`src/rtl/spec_gate_pkg.sv`:
```
package spec_gate_pkg;

    typedef enum logic [1:0] {
        BP_STRONG_NT = 2'b00,
        BP_WEAK_NT   = 2'b01,
        BP_WEAK_T    = 2'b10,
        BP_STRONG_T  = 2'b11
    } bp_state_e;

    // An instruction counts as a non-branch for gating when it is not a
    // transfer of control or when its counter is saturated not-taken.
    function automatic logic acts_as_plain(input logic is_cti, input logic [1:0] state);
        return !is_cti || (state == BP_STRONG_NT);
    endfunction

endpackage

```
`src/rtl/spec_gate_meta.sv`:
```
module spec_gate_meta #(
    parameter int SLOTS = 64,
    parameter int WORDS = 4,
    localparam int LINES  = SLOTS / WORDS,
    localparam int SLOT_W = $clog2(SLOTS),
    localparam int LINE_W = $clog2(LINES)
) (
    input  logic              clk,
    input  logic              rst_n,
    input  logic              wr_vld,
    input  logic              wr_tgt,
    input  logic [SLOT_W-1:0] wr_idx,
    input  logic              wr_val,
    input  logic              clr_vld,
    input  logic [SLOT_W-1:0] clr_idx,
    input  logic              ev_vld,
    input  logic [LINE_W-1:0] ev_line,
    input  logic [SLOT_W-1:0] rd_idx,
    output logic              rd_ns,
    output logic              rd_nt
);

    typedef struct packed {
        logic [SLOTS-1:0] ns;
        logic [SLOTS-1:0] nt;
    } meta_t;

    meta_t meta_d, meta_q;
    logic [SLOTS-1:0] ev_mask;

    for (genvar l = 0; l < LINES; l++) begin : g_line
        assign ev_mask[l*WORDS +: WORDS] = {WORDS{ev_vld && (ev_line == LINE_W'(l))}};
    end

    always_comb begin
        meta_d = meta_q;
        if (wr_vld) begin
            if (wr_tgt) begin
                meta_d.nt[wr_idx] = wr_val;
            end else begin
                meta_d.ns[wr_idx] = wr_val;
            end
        end
        if (clr_vld) begin
            meta_d.ns[clr_idx] = 1'b0;
        end
        meta_d.ns = meta_d.ns & ~ev_mask;
        meta_d.nt = meta_d.nt & ~ev_mask;
    end

    always_ff @(posedge clk or negedge rst_n) begin
        if (!rst_n) begin
            meta_q <= '0;
        end else begin
            meta_q <= meta_d;
        end
    end

    // A line replaced this cycle carries no metadata for a same-cycle read.
    assign rd_ns = meta_q.ns[rd_idx] & ~ev_mask[rd_idx];
    assign rd_nt = meta_q.nt[rd_idx] & ~ev_mask[rd_idx];

endmodule

```
`src/rtl/spec_gate_track.sv`:
```
module spec_gate_track #(
    parameter int LINE_W = 4,
    parameter int WORD_W = 2,
    localparam int SLOT_W = LINE_W + WORD_W
) (
    input  logic              clk,
    input  logic              rst_n,
    input  logic              fetch_vld,
    input  logic [SLOT_W-1:0] fetch_idx,
    input  logic              fetch_taken,
    input  logic              rd_ns,
    input  logic              rd_nt,
    input  logic              ev_vld,
    input  logic [LINE_W-1:0] ev_line,
    output logic              prev_vld,
    output logic [SLOT_W-1:0] prev_idx,
    output logic              spec_en
);

    typedef struct packed {
        logic              prev_vld;
        logic [SLOT_W-1:0] prev_idx;
        logic              spec_en;
    } track_t;

    track_t trk_d, trk_q;

    always_comb begin
        trk_d = trk_q;
        if (fetch_vld) begin
            trk_d.spec_en  = !(fetch_taken ? rd_nt : rd_ns);
            trk_d.prev_vld = 1'b1;
            trk_d.prev_idx = fetch_idx;
        end else if (ev_vld && (trk_q.prev_idx[SLOT_W-1:WORD_W] == ev_line)) begin
            trk_d.prev_vld = 1'b0;
        end
    end

    always_ff @(posedge clk or negedge rst_n) begin
        if (!rst_n) begin
            trk_q.prev_vld <= 1'b0;
            trk_q.prev_idx <= '0;
            trk_q.spec_en  <= 1'b1;
        end else begin
            trk_q <= trk_d;
        end
    end

    assign prev_vld = trk_q.prev_vld;
    assign prev_idx = trk_q.prev_idx;
    assign spec_en  = trk_q.spec_en;

endmodule

```
`src/rtl/spec_gate.sv`:
```
module spec_gate
    import spec_gate_pkg::*;
#(
    parameter int LINES = 16,
    parameter int WORDS = 4,
    localparam int LINE_W = $clog2(LINES),
    localparam int WORD_W = $clog2(WORDS),
    localparam int SLOTS  = LINES * WORDS,
    localparam int SLOT_W = LINE_W + WORD_W
) (
    input  logic              clk,
    input  logic              rst_n,
    input  logic              fetch_vld,
    input  logic [LINE_W-1:0] fetch_line,
    input  logic [WORD_W-1:0] fetch_word,
    input  logic              fetch_is_cti,
    input  logic [1:0]        fetch_bp_state,
    input  logic              fetch_taken,
    input  logic              fetch_via_target,
    input  logic              mispred_vld,
    input  logic [LINE_W-1:0] mispred_line,
    input  logic [WORD_W-1:0] mispred_word,
    input  logic              evict_vld,
    input  logic [LINE_W-1:0] evict_line,
    output logic              spec_en
);

    logic [SLOT_W-1:0] fetch_idx;
    logic [SLOT_W-1:0] mis_idx;
    logic [SLOT_W-1:0] mis_pred_idx;
    logic              prev_vld;
    logic [SLOT_W-1:0] prev_idx;
    logic              rd_ns;
    logic              rd_nt;
    logic              learn_vld;
    logic              learn_val;

    assign fetch_idx    = {fetch_line, fetch_word};
    assign mis_idx      = {mispred_line, mispred_word};
    // Flat index minus one wraps word 0 to the previous line's last word.
    assign mis_pred_idx = mis_idx - SLOT_W'(1);
    assign learn_vld    = fetch_vld && prev_vld;
    assign learn_val    = acts_as_plain(fetch_is_cti, fetch_bp_state);

    spec_gate_meta #(
        .SLOTS (SLOTS),
        .WORDS (WORDS)
    ) u_meta (
        .clk     (clk),
        .rst_n   (rst_n),
        .wr_vld  (learn_vld),
        .wr_tgt  (fetch_via_target),
        .wr_idx  (prev_idx),
        .wr_val  (learn_val),
        .clr_vld (mispred_vld),
        .clr_idx (mis_pred_idx),
        .ev_vld  (evict_vld),
        .ev_line (evict_line),
        .rd_idx  (fetch_idx),
        .rd_ns   (rd_ns),
        .rd_nt   (rd_nt)
    );

    spec_gate_track #(
        .LINE_W (LINE_W),
        .WORD_W (WORD_W)
    ) u_track (
        .clk         (clk),
        .rst_n       (rst_n),
        .fetch_vld   (fetch_vld),
        .fetch_idx   (fetch_idx),
        .fetch_taken (fetch_taken),
        .rd_ns       (rd_ns),
        .rd_nt       (rd_nt),
        .ev_vld      (evict_vld),
        .ev_line     (evict_line),
        .prev_vld    (prev_vld),
        .prev_idx    (prev_idx),
        .spec_en     (spec_en)
    );

endmodule

```
`config.mk`:
```
export PLATFORM = sky130hd
export DESIGN_NAME = spec_gate
export DESIGN_NICKNAME = d
export VERILOG_FILES = /design/src/rtl/spec_gate_pkg.sv /design/src/rtl/spec_gate_meta.sv /design/src/rtl/spec_gate_track.sv /design/src/rtl/spec_gate.sv
export SDC_FILE = /design/constraint.sdc
export NUM_CORES = 1
export LEC_CHECK = 0
export ABC_AREA = 1
export ABC_CLOCK_PERIOD_IN_PS = 1500
export BUFFER_PORTS_ARGS = -buffer_cell sky130_fd_sc_hd__buf_2
export CORE_ASPECT_RATIO = 1.2
export CORE_MARGIN = 2
export CORE_UTILIZATION = 30
export CTS_BUF_LIST = sky130_fd_sc_hd__clkbuf_4 sky130_fd_sc_hd__clkbuf_8 sky130_fd_sc_hd__clkbuf_16
export CTS_CLUSTER_SIZE = 20
export DETAILED_ROUTE_END_ITERATION = 10
export PLACE_DENSITY_LB_ADDON = 0.3
export SETUP_SLACK_MARGIN = 0.05
export SYNTH_ARGS = -nofsm -noshare
export SYNTH_HDL_FRONTEND = slang
export SYNTH_SLANG_ARGS = --single-unit
```
`constraint.sdc`:
```
create_clock -name clk -period 1.5 [get_ports clk]
set_input_delay 0.225 -clock clk [delete_from_list [all_inputs] [get_ports clk]]
set_output_delay 0.225 -clock clk [all_outputs]
set_load 0.01 [all_outputs]
```
==> summary by stage <==
Status
The run finished, with violations left. The checks that failed: setup timing.

Worst setup path
STA classifies the critical path startpoint as a flip-flop. The critical path in this run is classified as reg -> reg. The worst setup path is captured at a flip-flop. Data on the critical path is required at its endpoint by 1810 ps. At the worst endpoint, the arrival time is 2050 ps.

Along the worst path, the maximum fanout reaches 5. The reg-to-reg setup timing slack is -240 ps.

Synth
For this run, the register share of the synthesized area comes to 39.1%. The number of nets in the synthesized netlist is 1278. The area of the mapped netlist is 8700 µm². The synthesis warning total is 0.

Synthesis produced a netlist whose cell count is 1251. The mean cell area of the mapped netlist is 6.96 µm². The number of different library cells in the post-synthesis netlist is 30.

After synthesis the netlist holds a flip-flop and latch count of 136.

Worst hold path
The path type of the worst min-delay path is in -> reg.

Cells and area
In the final design database the tool counted 1436 nets. The number of antenna diodes in the final layout is 0. The fraction of final layout cells sized beyond drive strength 1 is 32.4%.

The area growth from synthesis to layout is 44.4%. The finished cells cover 12600 µm². The number of filler instances in the final layout is 2807.

Timing
Setup violations remaining at the end of the flow were counted as 125. The final period demand of the worst path is 1740 ps. The slew at the pin with the worst max-slew slack is 390 ps.

The number of hold violations in the final report is 0. The worst hold slack across all endpoints is 88.8 ps. The final count of pins violating max slew is 0. The worst setup margin is -239 ps. Timing would allow up to 0.575 GHz. The portion of the clock cycle consumed by the worst path in the final layout is 116%.

Setup repair after global routing could not meet its margin everywhere. Clock skew on the completed layout was measured at 5.64 ps. The worst pin sits at a relative slew slack of 74.0%.

Drt
After detailed routing, the average wire length per cell comes to 18.9 µm. For this block, the via count after detailed routing is 9624. For this block, the initial DRC count from the detailed router was 771. In the routed layout, each cell is associated on average with a via count of 5.33.

The remaining design rule violation count is 0. The number of search-and-repair iterations in the first detailed-routing pass is 5. The remaining number of nets flagged by the antenna check after routing is 0. For this block, the routed nets add up to 34200 µm of wire.

Floorplan
The floorplan step defined a die boundary enclosing 30400 µm². 27 I/O pins were placed. From bottom edge to top edge, the die measures 191 µm. The initial cell density of the core is 30.4%.

In this run the standard cell core region covers 28700 µm². The floorplan step set the die width to 159 µm. The number of standard-cell rows in the floorplan is 68.

Global routing
The via count of the first global-routing pass was 9466. Global routing used 22.5% of the available tracks. The pin count of the biggest net entering global routing is 45. The global-route wire length before repair is 53200 µm. The global route total overflow is 0. The number of antenna violations at the first check in global routing is 0.

Place
The placed instances occupy a cell area of 10400 µm². Routability-driven placement finished with a final weighted congestion of 0.915. After legalization and detailed placement, the total HPWL measured 22100 µm.

Before CTS, the worst setup slack after placement is -333 ps. Input and output buffers added on the ports amount to 26.

Clock tree
The number of levels the H-tree was split into is 4. The clock reaches the later pin of the worst-skew pair after 430 ps. The clock tree from TritonCTS is built. After clock tree synthesis, the clock-pin slew on the worst setup and hold paths is 60 ps.

CTS placed an instance of sky130_fd_sc_hd__clkbuf_16 at the clock tree root. The number of clock buffers added by TritonCTS is 17. In this run the deepest clock path goes through 2 buffers. The number of clock sinks is 136.

Pwr
The ratio of total power to cell area is 929 nW/µm². Across the VDD grid, the largest voltage drop is 574 µV. The leakage power of the design is 5.66 nW.

Job
The number of max-cap violations is 0.
[through the flow]
step,TNS [ps],std cells,power [mW],utilization (%)
floorplan,-8110,1251,5.98,-
global placement,-23650,1729,7.00,36.3
detailed placement,-26100,1729,7.05,36.3
CTS,-7190,1787,11.4,41.7
global route,-20500,1805,12.2,43.8
finish,-10920,1805,11.7,43.8
[logic make-up (layout without fill, tap and decap cells)]
logic type      count (synthesis)  count (layout)  share of synthesized area [%]
buf+inv                       254             423                           11.1
flops                         136             136                           39.1
simple gates                  607             607                           29.7
xor+xnor                        4               4                           1.05
compound gates                249             249                           19.0
fa+ha+maj                       1               1                          0.144
[what timing repair did]
item	CTS	global route
hold buffers	1	0
cloned	4	1
resized for setup	217	119
endpoints found under the hold margin	28	0
setup endpoints to repair	128	130
pin swaps	34	53
buffers inserted	23	17
[cell usage after synthesis]
| cell | number | share of area, % |
|---|---|---|
| sky130_fd_sc_hd__o21ai_0 | 31 | 1.8 |
| sky130_fd_sc_hd__buf_1 | 5 | 0.22 |
| sky130_fd_sc_hd__nor3_2 | 1 | 0.12 |
| sky130_fd_sc_hd__nor3_1 | 38 | 2.2 |
| sky130_fd_sc_hd__o221ai_1 | 2 | 0.20 |
| sky130_fd_sc_hd__o211ai_1 | 35 | 3.0 |
| sky130_fd_sc_hd__buf_2 | 5 | 0.29 |
| sky130_fd_sc_hd__o2111ai_1 | 35 | 3.5 |
| sky130_fd_sc_hd__inv_1 | 167 | 7.2 |
| sky130_fd_sc_hd__o41ai_1 | 1 | 0.10 |
| sky130_fd_sc_hd__o21ai_1 | 4 | 0.23 |
| sky130_fd_sc_hd__xor2_4 | 3 | 0.95 |
| sky130_fd_sc_hd__dfrtp_1 | 135 | 39 |
| sky130_fd_sc_hd__a311oi_1 | 45 | 4.5 |
| sky130_fd_sc_hd__nand3_1 | 109 | 6.3 |
| sky130_fd_sc_hd__a21oi_1 | 92 | 5.3 |
| sky130_fd_sc_hd__nor2_1 | 137 | 5.9 |
| sky130_fd_sc_hd__clkbuf_1 | 59 | 2.5 |
| sky130_fd_sc_hd__ha_1 | 1 | 0.14 |
| sky130_fd_sc_hd__a31oi_1 | 4 | 0.29 |
| sky130_fd_sc_hd__nor3_4 | 8 | 1.5 |
| sky130_fd_sc_hd__xnor2_1 | 1 | 0.10 |
| sky130_fd_sc_hd__dfstp_2 | 1 | 0.30 |
| sky130_fd_sc_hd__inv_2 | 16 | 0.69 |
| sky130_fd_sc_hd__nand2_1 | 309 | 13 |
| sky130_fd_sc_hd__nand4_1 | 3 | 0.22 |
| sky130_fd_sc_hd__nand2_2 | 1 | 0.072 |
| sky130_fd_sc_hd__clkinv_1 | 1 | 0.043 |
| sky130_fd_sc_hd__inv_4 | 1 | 0.072 |
| sky130_fd_sc_hd__nand3b_1 | 1 | 0.086 |
[report_power, final]
| part | switching [mW] | leakage (nW) | internal (mW) | total (mW) |
|---|---|---|---|---|
| registers | 0.270 | 1.81 | 4.20 | 4.47 |
| clock network | 1.64 | 0.267 | 2.37 | 4.01 |
| logic | 1.93 | 3.58 | 1.27 | 3.20 |
| total | 3.84 | 5.66 | 7.83 | 11.7 |
[critical path, cell delays in order (launching register included)]
cell                         delay (ps)
sky130_fd_sc_hd__dfrtp_2            470
sky130_fd_sc_hd__inv_4               90
sky130_fd_sc_hd__nor3_4             170
sky130_fd_sc_hd__buf_12             150
sky130_fd_sc_hd__clkinvlp_4         200
sky130_fd_sc_hd__nor2_1             150
sky130_fd_sc_hd__inv_1               80
sky130_fd_sc_hd__nor2_2             100
sky130_fd_sc_hd__nand2_1             60
sky130_fd_sc_hd__o2111ai_1           90
sky130_fd_sc_hd__inv_1               50
[per-layer routing]
layer  vias up  part of all wire [%]  GRT usage, %
met5         -                     0             0
met4         0                   4.5          11.7
met3       102                   5.4          3.74
met2       340                    50          39.5
met1      4687                    40          26.6
li1       4495                     -             -
[layout by cell type (no fill, tap or decap), types with 21 or more instances in the layout]
cell type,n
sky130_fd_sc_hd__nand2_1,289
sky130_fd_sc_hd__inv_1,153
sky130_fd_sc_hd__dfrtp_1,129
sky130_fd_sc_hd__buf_4,120
sky130_fd_sc_hd__nand3_1,106
sky130_fd_sc_hd__a21oi_1,72
sky130_fd_sc_hd__nor2_1,54
sky130_fd_sc_hd__nor2_4,45
sky130_fd_sc_hd__a311oi_1,43
sky130_fd_sc_hd__nor2_2,38
sky130_fd_sc_hd__nor3_4,36
sky130_fd_sc_hd__o211ai_1,35
sky130_fd_sc_hd__o2111ai_1,32
sky130_fd_sc_hd__buf_12,32
sky130_fd_sc_hd__buf_2,25
sky130_fd_sc_hd__buf_6,25
sky130_fd_sc_hd__nand2_2,21
[worst paths after layout]
kind | depth (start not counted) | from | end
max | 10 | u_track.prev_idx[0] | u_meta.meta_q[119]
min | 3 | fetch_line[3] | u_track.prev_idx[5]
max reg2reg | 10 | u_track.prev_idx[0] | u_meta.meta_q[119]
min reg2reg | 2 | u_track.spec_en | u_track.spec_en
max in group asynchronous | 3 | rst_n | u_track.spec_en
min in group asynchronous | 2 | rst_n | u_meta.meta_q[20]
[state kept, by name (all words and copies together) (netlist names)]
register / cells
u_track.prev_vld: 1
u_meta.meta_q: 128
u_track.prev_idx: 6
u_track.spec_en: 1
[layout make-up]
class	instances	area, µm²	area share (%)
Multi-Input combinational cell	861	5320	42.3
Tap cell	385	482	3.83
Timing Repair Buffer	204	1990	15.8
Inverter	185	783	6.23
Sequential cell	136	3410	27.2
Clock buffer	21	468	3.72
Clock inverter	9	77.6	0.617
Timing Repair inverter	4	31.3	0.249
Note: power is estimated with default switching activity, not from simulation.
